### config.mk
export PLATFORM = sky130hd
export DESIGN_NAME = period_timer
export DESIGN_NICKNAME = d
export VERILOG_FILES = /design/src/rtl/ptmr_pkg.sv /design/src/rtl/ptmr_prescaler.sv /design/src/rtl/ptmr_counter.sv /design/src/rtl/ptmr_postscaler.sv /design/src/rtl/period_timer.sv
export SDC_FILE = /design/constraint.sdc
export NUM_CORES = 1
export LEC_CHECK = 0
export ABC_AREA = 1
export ABC_CLOCK_PERIOD_IN_PS = 3600
export BUFFER_PORTS_ARGS = -buffer_cell sky130_fd_sc_hd__buf_4
export CAP_MARGIN = 10
export CORE_UTILIZATION = 55
export CTS_CLUSTER_DIAMETER = 60
export DETAILED_ROUTE_END_ITERATION = 8
export PLACE_DENSITY = 0.76
export SETUP_SLACK_MARGIN = 0.5
export SLEW_MARGIN = 20
export SYNTH_ARGS = -nofsm -noshare
export SYNTH_HDL_FRONTEND = slang
export SYNTH_HIERARCHICAL = 1
export SYNTH_SLANG_ARGS = --single-unit
### constraint.sdc
create_clock -name clk -period 3.6 [get_ports clk]
set_input_delay 0.72 -clock clk [delete_from_list [all_inputs] [get_ports clk]]
set_output_delay 0.72 -clock clk [all_outputs]
set_load 0.02 [all_outputs]
### src/rtl/ptmr_pkg.sv
package ptmr_pkg;

  localparam int DATA_W = 8;
  localparam int PRE_W  = 4;
  localparam int POST_W = 4;

  typedef enum logic [1:0] {
    A_COUNT  = 2'd0,
    A_PERIOD = 2'd1,
    A_CTRL   = 2'd2,
    A_IRQ    = 2'd3
  } reg_addr_e;

  typedef struct packed {
    logic              rsvd;
    logic [POST_W-1:0] post_sel;
    logic              run;
    logic [1:0]        pre_sel;
  } ctrl_t;

  // terminal value of the prescaler count for a given select
  function automatic logic [PRE_W-1:0] pre_limit(input logic [1:0] sel);
    logic [PRE_W-1:0] lim;
    case (sel)
      2'b00:   lim = PRE_W'(0);
      2'b01:   lim = PRE_W'(3);
      default: lim = PRE_W'(15);
    endcase
    return lim;
  endfunction

  // next counter value on a prescaled tick
  function automatic logic [DATA_W-1:0] count_step(input logic [DATA_W-1:0] cnt,
                                                   input logic [DATA_W-1:0] per);
    return (cnt == per) ? '0 : cnt + DATA_W'(1);
  endfunction

  // clear the unimplemented top bit of a control write
  function automatic ctrl_t ctrl_clean(input logic [DATA_W-1:0] d);
    ctrl_t c;
    c      = ctrl_t'(d);
    c.rsvd = 1'b0;
    return c;
  endfunction

endpackage

### src/rtl/ptmr_prescaler.sv
module ptmr_prescaler
  import ptmr_pkg::*;
(
  input  logic       clk,
  input  logic       rst_n,
  input  logic       tick_en,
  input  logic       run,
  input  logic       clear,
  input  logic [1:0] sel,
  output logic       pre_tick
);

  logic [PRE_W-1:0] pcnt_q;
  logic [PRE_W-1:0] limit;
  logic             accept;

  assign limit    = pre_limit(sel);
  assign accept   = tick_en && run && !clear;
  assign pre_tick = accept && (pcnt_q == limit);

  always_ff @(posedge clk) begin
    if (!rst_n) begin
      pcnt_q <= '0;
    end else if (clear) begin
      pcnt_q <= '0;
    end else if (accept) begin
      pcnt_q <= (pcnt_q == limit) ? '0 : pcnt_q + PRE_W'(1);
    end
  end

endmodule

### src/rtl/ptmr_counter.sv
module ptmr_counter
  import ptmr_pkg::*;
#(
  parameter int CNT_W = DATA_W
) (
  input  logic             clk,
  input  logic             rst_n,
  input  logic             pre_tick,
  input  logic [CNT_W-1:0] period,
  input  logic             load,
  input  logic [CNT_W-1:0] load_val,
  output logic [CNT_W-1:0] count,
  output logic             match_evt
);

  logic [CNT_W-1:0] count_q;

  assign count     = count_q;
  assign match_evt = pre_tick && (count_q == period);

  always_ff @(posedge clk) begin
    if (!rst_n) begin
      count_q <= '0;
    end else if (load) begin
      count_q <= load_val;
    end else if (pre_tick) begin
      count_q <= count_step(count_q, period);
    end
  end

endmodule

### src/rtl/ptmr_postscaler.sv
module ptmr_postscaler
  import ptmr_pkg::*;
(
  input  logic              clk,
  input  logic              rst_n,
  input  logic              match_evt,
  input  logic              clear,
  input  logic [POST_W-1:0] sel,
  output logic              flag_set
);

  logic [POST_W-1:0] mcnt_q;
  logic              done;

  assign done     = (mcnt_q == sel);
  assign flag_set = match_evt && !clear && done;

  always_ff @(posedge clk) begin
    if (!rst_n) begin
      mcnt_q <= '0;
    end else if (clear) begin
      mcnt_q <= '0;
    end else if (match_evt) begin
      mcnt_q <= done ? '0 : mcnt_q + POST_W'(1);
    end
  end

endmodule

### src/rtl/period_timer.sv
module period_timer
  import ptmr_pkg::*;
(
  input  logic              clk,
  input  logic              rst_n,
  input  logic              tick_en,
  input  logic              reg_wr,
  input  logic [1:0]        reg_addr,
  input  logic [DATA_W-1:0] reg_wdata,
  output logic [DATA_W-1:0] reg_rdata,
  output logic              match_pulse,
  output logic              irq_flag,
  output logic              irq_req
);

  localparam logic [DATA_W-1:0] PERIOD_RST = {DATA_W{1'b1}};

  // register state
  logic [DATA_W-1:0] period_q;
  ctrl_t             ctrl_q;
  logic              flag_q;
  logic              ien_q;
  logic              match_q;

  // named internal events
  logic              cnt_wr;
  logic              per_wr;
  logic              ctrl_wr;
  logic              irq_wr;
  logic              scaler_clr;
  logic              timer_on;
  logic              pre_tick;
  logic              match_evt;
  logic              flag_set;
  logic [DATA_W-1:0] count_q;

  assign cnt_wr     = reg_wr && (reg_addr == A_COUNT);
  assign per_wr     = reg_wr && (reg_addr == A_PERIOD);
  assign ctrl_wr    = reg_wr && (reg_addr == A_CTRL);
  assign irq_wr     = reg_wr && (reg_addr == A_IRQ);
  assign scaler_clr = cnt_wr || ctrl_wr;
  assign timer_on   = ctrl_q.run;

  ptmr_prescaler u_pre (
    .clk      (clk),
    .rst_n    (rst_n),
    .tick_en  (tick_en),
    .run      (timer_on),
    .clear    (scaler_clr),
    .sel      (ctrl_q.pre_sel),
    .pre_tick (pre_tick)
  );

  ptmr_counter #(.CNT_W(DATA_W)) u_cnt (
    .clk       (clk),
    .rst_n     (rst_n),
    .pre_tick  (pre_tick),
    .period    (period_q),
    .load      (cnt_wr),
    .load_val  (reg_wdata),
    .count     (count_q),
    .match_evt (match_evt)
  );

  ptmr_postscaler u_post (
    .clk       (clk),
    .rst_n     (rst_n),
    .match_evt (match_evt),
    .clear     (scaler_clr),
    .sel       (ctrl_q.post_sel),
    .flag_set  (flag_set)
  );

  always_ff @(posedge clk) begin
    if (!rst_n) begin
      period_q <= PERIOD_RST;
      ctrl_q   <= '0;
      ien_q    <= 1'b0;
      match_q  <= 1'b0;
    end else begin
      match_q <= match_evt;
      if (per_wr)  period_q <= reg_wdata;
      if (ctrl_wr) ctrl_q   <= ctrl_clean(reg_wdata);
      if (irq_wr)  ien_q    <= reg_wdata[1];
    end
  end

  // sticky flag: hardware set wins over a same-cycle software clear
  always_ff @(posedge clk) begin
    if (!rst_n) begin
      flag_q <= 1'b0;
    end else if (flag_set) begin
      flag_q <= 1'b1;
    end else if (irq_wr && !reg_wdata[0]) begin
      flag_q <= 1'b0;
    end
  end

  always_comb begin
    reg_rdata = '0;
    case (reg_addr)
      A_COUNT:  reg_rdata = count_q;
      A_PERIOD: reg_rdata = period_q;
      A_CTRL:   reg_rdata = ctrl_q;
      default:  reg_rdata = {{(DATA_W-2){1'b0}}, ien_q, flag_q};
    endcase
  end

  assign match_pulse = match_q;
  assign irq_flag    = flag_q;
  assign irq_req     = flag_q && ien_q;

endmodule

==> key figures, run 1 <==
Placement
  • Post-DP HPWL: 3460 um
  • Post-DP Area: 2240 um2
  • Final Wtd Congestion: 0.843
  • Port Buffers: 24
  • Pre-CTS setup slack: 0.642 ns

Synthesis
  • Synthesized Nets: 313
  • Count leader, synth: nand2_1
  • Area of the mapped netlist: 2020 um2
  • Share of synthesized registers carrying an async set or reset: 0
  • Area leader, netlist: dfxtp_1
  • Post-synth top cells: 91 x nand2_1, 34 x dfxtp_1, 31 x inv_1
  • Post-synth EDFFs: 0
  • Top-area cell type share of the netlist area: 0.337
  • Syn Inst Count: 296
  • Register area share after synthesis: 0.337
  • Ranking of synthesized cells by area: dfxtp_1 34%, nand2_1 17%, nand3_1 7.2%
  • Distinct cells, synth: 29
  • Avg Cell Area, Syn: 6.83 um2
  • Synthesis Warnings: 6
  • Dominant synthesized flop cell: dfxtp_1
  • Synthesized flop and latch total: 34

Run status
  • Status: finished clean

STA
  • Slew headroom: 0.578
  • Unrepaired setup endpoints after global routing: false
  • Setup ws final: 0.952 ns
  • Worst Clk Skew: 0.00359 ns
  • Tcrit/Tclk final: 0.736
  • Fin crit period: 2.65 ns
  • Worst Tran Pin Value: 0.630 ns
  • Final hold vios: 0
  • WHS: 0.501 ns
  • Total Neg Setup Slack: 0 ns
  • Max Freq: 378 MHz
  • Count of final setup violators: 0
  • Max-slew violation count: 0

Worst setup path
  • Critical Path End Type: flop
  • Delay-heaviest family, CP: simple AND/OR/NAND/NOR gates
  • Reg2reg path depth: 11
  • Reg-to-reg startpoint: u_cnt/count[6]
  • Worst R2R Setup Slack: 1.52 ns
  • CP peak stage delay: 0.36 ns
  • Worst Path Required: 3.86 ns
  • CP bufs+invs: 7
  • CP arrival: 2.90 ns
  • Worst path cell trace: buf_4 -> inv_2 -> nor2_4 -> nand2_1 -> o21ai_0 -> inv_2 -> nand3_4 -> clkinv_4 -> nand3_2 -> inv_1 -> inv_1 -> nor2_1 -> nand2_1 -> nor2_1 -> nand3_2 -> nor2_1 -> inv_1 -> a21oi_1
  • Startpoint types: input port
  • Worst-path fanout max: 15
  • Crit Path Class: in -> reg
  • Slowest CP cell: nor2_1
  • Reg-to-Reg End: irq_flag

Routing
  • Final wirelength: 4690 um
  • DRC: 0
  • Via/cell ratio: 5.16
  • Initial DRT Pass Iterations: 5
  • Wirelength per Cell: 12.6 um
  • Routed Antenna Nets: 0
  • DRT iter0 DRCs: 82
  • Detailed-route via count: 1913

Clocking
  • Clock Latency Late Sink: 0.32 ns
  • Num CTS Buffers: 5
  • Resized Gates After CTS: 0
  • Max H-tree Level: 2
  • CTS Root Cell: clkbuf_4
  • Sinks on Clock Net: 34
  • Clock Path Buffers: 2
  • Hold Buf Count CTS: 0
  • Clock transition at path regs: 0.10 ns
  • Setup Fix Bufs, Post-CTS: 0
  • CTS tree: done

Cells and area
  • Fin util: 0.670
  • Fin area: 2290 um2
  • Net count, final: 342
  • Area delta synth->final: 13.3%
  • Diodes inserted: 0
  • Layout cell share with drive strength beyond 1: 0.197

Global route
  • Gr usage total: 0.258
  • First-pass GRT wire length: 7990 um
  • Antenna violations before repair: 0
  • Largest net degree at the start of global routing: 16
  • Number of global-route vias before repair: 1779
  • Overflow after GRT: 0

Min path
  • Hold EP: ctrl_q[4]
  • Hold Path Origin: ctrl_q[4]
  • WHS Path Cells: 2
  • Hold/Removal Path Class: reg -> reg

Power
  • Sw Pwr: 0.202 mW
  • VDD IR-drop max: 0.000233 V
  • PD cells: 310 nW/um2
  • Clock power share: 0.273
  • Comb pwr share: 0.160
  • Sequential fraction of design power: 0.567
  • Cell leakage power: 1.05 nW
  • Switching share of power: 0.285
  • Pint: 0.507 mW

Floorplan
  • Die W: 62.6 um
  • IO Count: 25
  • Cell Rows: 21
  • Starting Density: 0.592
  • Die H: 62.6 um
  • Die area: 3920 um2
  • Core area: 3420 um2

Flow run
  • Max Cap Viol: 0
[layout make-up]
class	count	area [um2]
tap	46	57.6
sequential	34	681
multi-input combinational	218	1150
clock buffer	7	45.0
inverter	40	160
timing repair buffer	26	195
fill	330	1130
[metrics by stage]
stage,total power [mW],std cells
after global routing,0.745,371
after detailed placement,0.523,364
after CTS,0.717,371
after global placement,0.521,364
after floorplan,0.479,296
final,0.709,371
[power by group through the flow]
stage	combinational (mW)	clock (mW)	sequential [mW]
2_1_floorplan	0.0724	0	0.406
3_3_place_gp	0.112	0	0.410
3_5_place_dp	0.113	0	0.410
4_1_cts	0.113	0.202	0.401
5_1_grt	0.125	0.216	0.404
6_report	0.114	0.194	0.402
[cells in the final DEF, fill, tap and decap left out, drive strengths merged]
master,netlist,final
inv,38,38
xor2,4,4
clkinv,2,2
o21ai,3,3
xnor2,9,9
clkbuf,1,7
mux2i,1,1
nor3,1,1
ha,3,3
a22oi,8,8
nand4,6,6
nand3,34,34
a21oi,16,16
nor2,33,33
nand2,99,99
buf,3,26
a22o,1,1
dfxtp,34,34
[tightest hold or removal path: cells and delay by family (launching register included)]
family             cells  cell delay, ns
DFF                    1            0.34
and+or+nand+nor        1            0.07
AOI/OAI and AO/OA      1            0.05
[flip-flops by register name, indices dropped and copies added, names as in the netlist]
register       count
ctrl_q             6
ien_q              1
irq_flag           1
match_pulse        1
period_q           8
timer_on           1
u_cnt/count        8
u_post/mcnt_q      4
u_pre/pcnt_q       4
[worst max-delay path by stage]
stage                            from  endpoint  slack (ns)  depth (start not counted)
final                     reg_addr[1]  irq_flag        0.95                         18
after global routing      reg_addr[1]  irq_flag        0.71                         18
after CTS                 reg_addr[1]  irq_flag        0.98                         18
after detailed placement  reg_addr[1]  irq_flag        0.64                         18
after global placement    reg_addr[1]  irq_flag        0.75                         18
after floorplan                reg_wr  irq_flag        1.04                         16
[logic make-up (layout without fill, tap and decap cells)]
logic type | after synthesis | in the layout | synth area share
simple gates | 173 | 173 | 0.402
xor+xnor | 13 | 13 | 0.0601
mux | 1 | 1 | 0.00495
flops | 34 | 34 | 0.337
buf+inv | 44 | 73 | 0.0941
fa+ha+maj | 3 | 3 | 0.0186
compound gates | 28 | 28 | 0.0830
[routing by layer]
layer / up-vias / GRT usage / routed length, um / share of wire
met5: - / 0 / 0 / 0
met4: 0 / 0.0959 / 24 / 0.0051
met3: 2 / 0.0474 / 242 / 0.052
met2: 45 / 0.440 / 2360 / 0.50
met1: 874 / 0.320 / 2060 / 0.44
li1: 992 / - / - / -
Note: power is estimated with default switching activity, not from simulation.
==> run 2, diff against run 1 <==
Settings changed: ABC_CLOCK_PERIOD_IN_PS 3600 to 2400, CORE_UTILIZATION 55 to 52.
Clock period 3.6 ns to 2.4 ns, I/O delays scaled along.
==> run 2 against run 1 <==
Clock skew up 0.00078 ns; utilization up 0.30 points; die area up 5.6%; wire length up 5.7%; clock power up 130%; design area up 8.5%; power up 74%; global-route usage down 0.93 points; largest cell class unchanged.
==> key figures, run 2 (synthesis gave the netlist of run 1 again) <==
Run status
  • Status: finished clean

Power
  • Clock power share: 0.360
  • Switching share of power: 0.277
  • Total power: 1.23 mW
  • PD cells: 496 nW/um2
  • Cell leakage power: 1.14 nW
  • Sequential fraction of design power: 0.489
  • VDD IR-drop max: 0.000311 V
  • Comb pwr share: 0.151
  • Pint: 0.890 mW
  • Sw Pwr: 0.342 mW

Global route
  • Gr usage total: 0.248
  • Number of global-route vias before repair: 1692
  • Antenna violations before repair: 0
  • Largest net degree at the start of global routing: 15
  • First-pass GRT wire length: 7840 um
  • Overflow after GRT: 0

STA
  • Unrepaired setup endpoints after global routing: false
  • Final hold vios: 0
  • Max-slew violation count: 0
  • Total Neg Setup Slack: 0 ns
  • Max Freq: 541 MHz
  • Worst Clk Skew: 0.00437 ns
  • Fin crit period: 1.85 ns
  • Slew headroom: 0.773
  • Worst Tran Pin Value: 0.339 ns
  • Count of final setup violators: 0
  • Tcrit/Tclk final: 0.770

Routing
  • DRT iter0 DRCs: 122
  • Routed Antenna Nets: 0
  • Wirelength per Cell: 12.8 um
  • Initial DRT Pass Iterations: 5
  • Via/cell ratio: 5.17
  • Detailed-route via count: 1995
  • Final wirelength: 4950 um
  • DRC: 0

Clocking
  • CTS Root Cell: clkbuf_8
  • Hold Buf Count CTS: 0
  • Clock Path Buffers: 2
  • Clock transition at path regs: 0.07 ns
  • Num CTS Buffers: 5
  • CTS tree: done
  • Max H-tree Level: 2
  • Clock Latency Late Sink: 0.29 ns
  • Sinks on Clock Net: 34

Floorplan
  • Die area: 4140 um2
  • IO Count: 25
  • Core area: 3690 um2
  • Die W: 64.3 um
  • Cell Rows: 22
  • Starting Density: 0.548
  • Die H: 64.3 um

Min path
  • Hold EP: period_q[7]
  • Hold/Removal Path Class: in -> reg
  • WHS Path Cells: 3
  • Hold Path Origin: reg_wdata[7]

Placement
  • Port Buffers: 24
  • Post-DP HPWL: 3460 um
  • Final Wtd Congestion: 0.805

Worst setup path
  • Worst R2R Setup Slack: 0.59 ns
  • CP arrival: 2.08 ns
  • Reg-to-reg startpoint: u_cnt/count[0]
  • CP peak stage delay: 0.16 ns
  • Worst-path fanout max: 6
  • Crit Path Class: in -> reg
  • CP bufs+invs: 7
  • Critical Path End Type: flop
  • Worst path cell trace: buf_4 -> inv_4 -> nor2_4 -> nand2_4 -> o21ai_4 -> inv_2 -> nand3_4 -> clkinv_4 -> nand3_4 -> inv_4 -> inv_4 -> nor2_4 -> nand2_1 -> nor2_1 -> nand3_2 -> nor2_2 -> inv_1 -> a21oi_2
  • Startpoint types: input port
  • Reg2reg path depth: 11
  • Reg-to-Reg End: irq_flag
  • Worst Path Required: 2.63 ns
  • Slowest CP cell: nor2_4
  • Most frequent CP cell: inv_4
  • Delay-heaviest family, CP: simple AND/OR/NAND/NOR gates

Cells and area
  • Diodes inserted: 0
  • Commonest non-fill, non-tap cells in the layout: 90 x nand2_1, 38 x buf_4, 30 x dfxtp_1
  • Area delta synth->final: 22.8%
  • Layout cell share with drive strength beyond 1: 0.272
  • Most common cell after layout, fill and taps aside: nand2_1
  • Net count, final: 354

Flow run
  • Max Cap Viol: 0
==> run 2: worst max-delay path by stage <==
stage | startpoint | end | slack, ns | cells after the start
final | reg_addr[1] | irq_flag | 0.55 | 18
after global placement | reg_addr[1] | irq_flag | 0.32 | 18
after CTS | reg_addr[1] | irq_flag | 0.53 | 18
after detailed placement | reg_addr[1] | irq_flag | 0.24 | 18
after global routing | reg_addr[1] | irq_flag | 0.44 | 18
after floorplan | reg_addr[1] | u_cnt/count[6] | 0.47 | 11
==> run 2: power by group through the flow <==
stage | registers (mW) | clock network (mW) | logic (mW)
global placement | 0.615 | 0 | 0.172
global route | 0.605 | 0.480 | 0.203
finish | 0.603 | 0.443 | 0.187
CTS | 0.602 | 0.447 | 0.175
detailed placement | 0.615 | 0 | 0.174
floorplan | 0.610 | 0 | 0.111
==> run 2: cell type report <==
class,count,area (um2)
timing repair buffer,38,285
fill,331,1210
clock buffer,7,86.3
sequential,34,686
tap,48,60.1
inverter,40,168
clock inverter,1,5.00
multi-input combinational,218,1190
==> run 2: through the flow <==
stage	instances	worst slack [ns]	utilization	hold WS (ns)	area, um2
after global routing	386	0.437	0.673	0.404	2480
after detailed placement	368	0.236	0.618	0.495	2280
final	386	0.551	0.673	0.403	2480
after CTS	376	0.533	0.643	0.399	2370
after global placement	368	0.316	0.618	0.498	2280
after floorplan	296	0.468	-	0.466	2040
==> run 2: repair_timing <==
item | 4_1_cts | 5_1_grt
gates resized for setup | 0 | 14
endpoints found under the setup margin | 0 | 5
endpoints found under the hold margin | 0 | 0
setup buffers | 0 | 10
==> run 2: worst reg2reg max path, delay by kind of cell (launching register included) <==
kind / cells / cell delay (ns)
DFF: 1 / 0.39
and+or+nand+nor: 8 / 1.06
AOI/OAI and AO/OA: 1 / 0.12
xor gates and xnor gates: 1 / 0.13
buffers and inverters: 1 / 0.06
==> run 2: metal layers <==
layer	GRT usage	vias to the layer above	routed length, um
met2	0.379	61	2340
met4	0.0889	0	70
li1	-	1018	-
met5	0	-	0
met3	0.0625	7	301
met1	0.337	909	2240
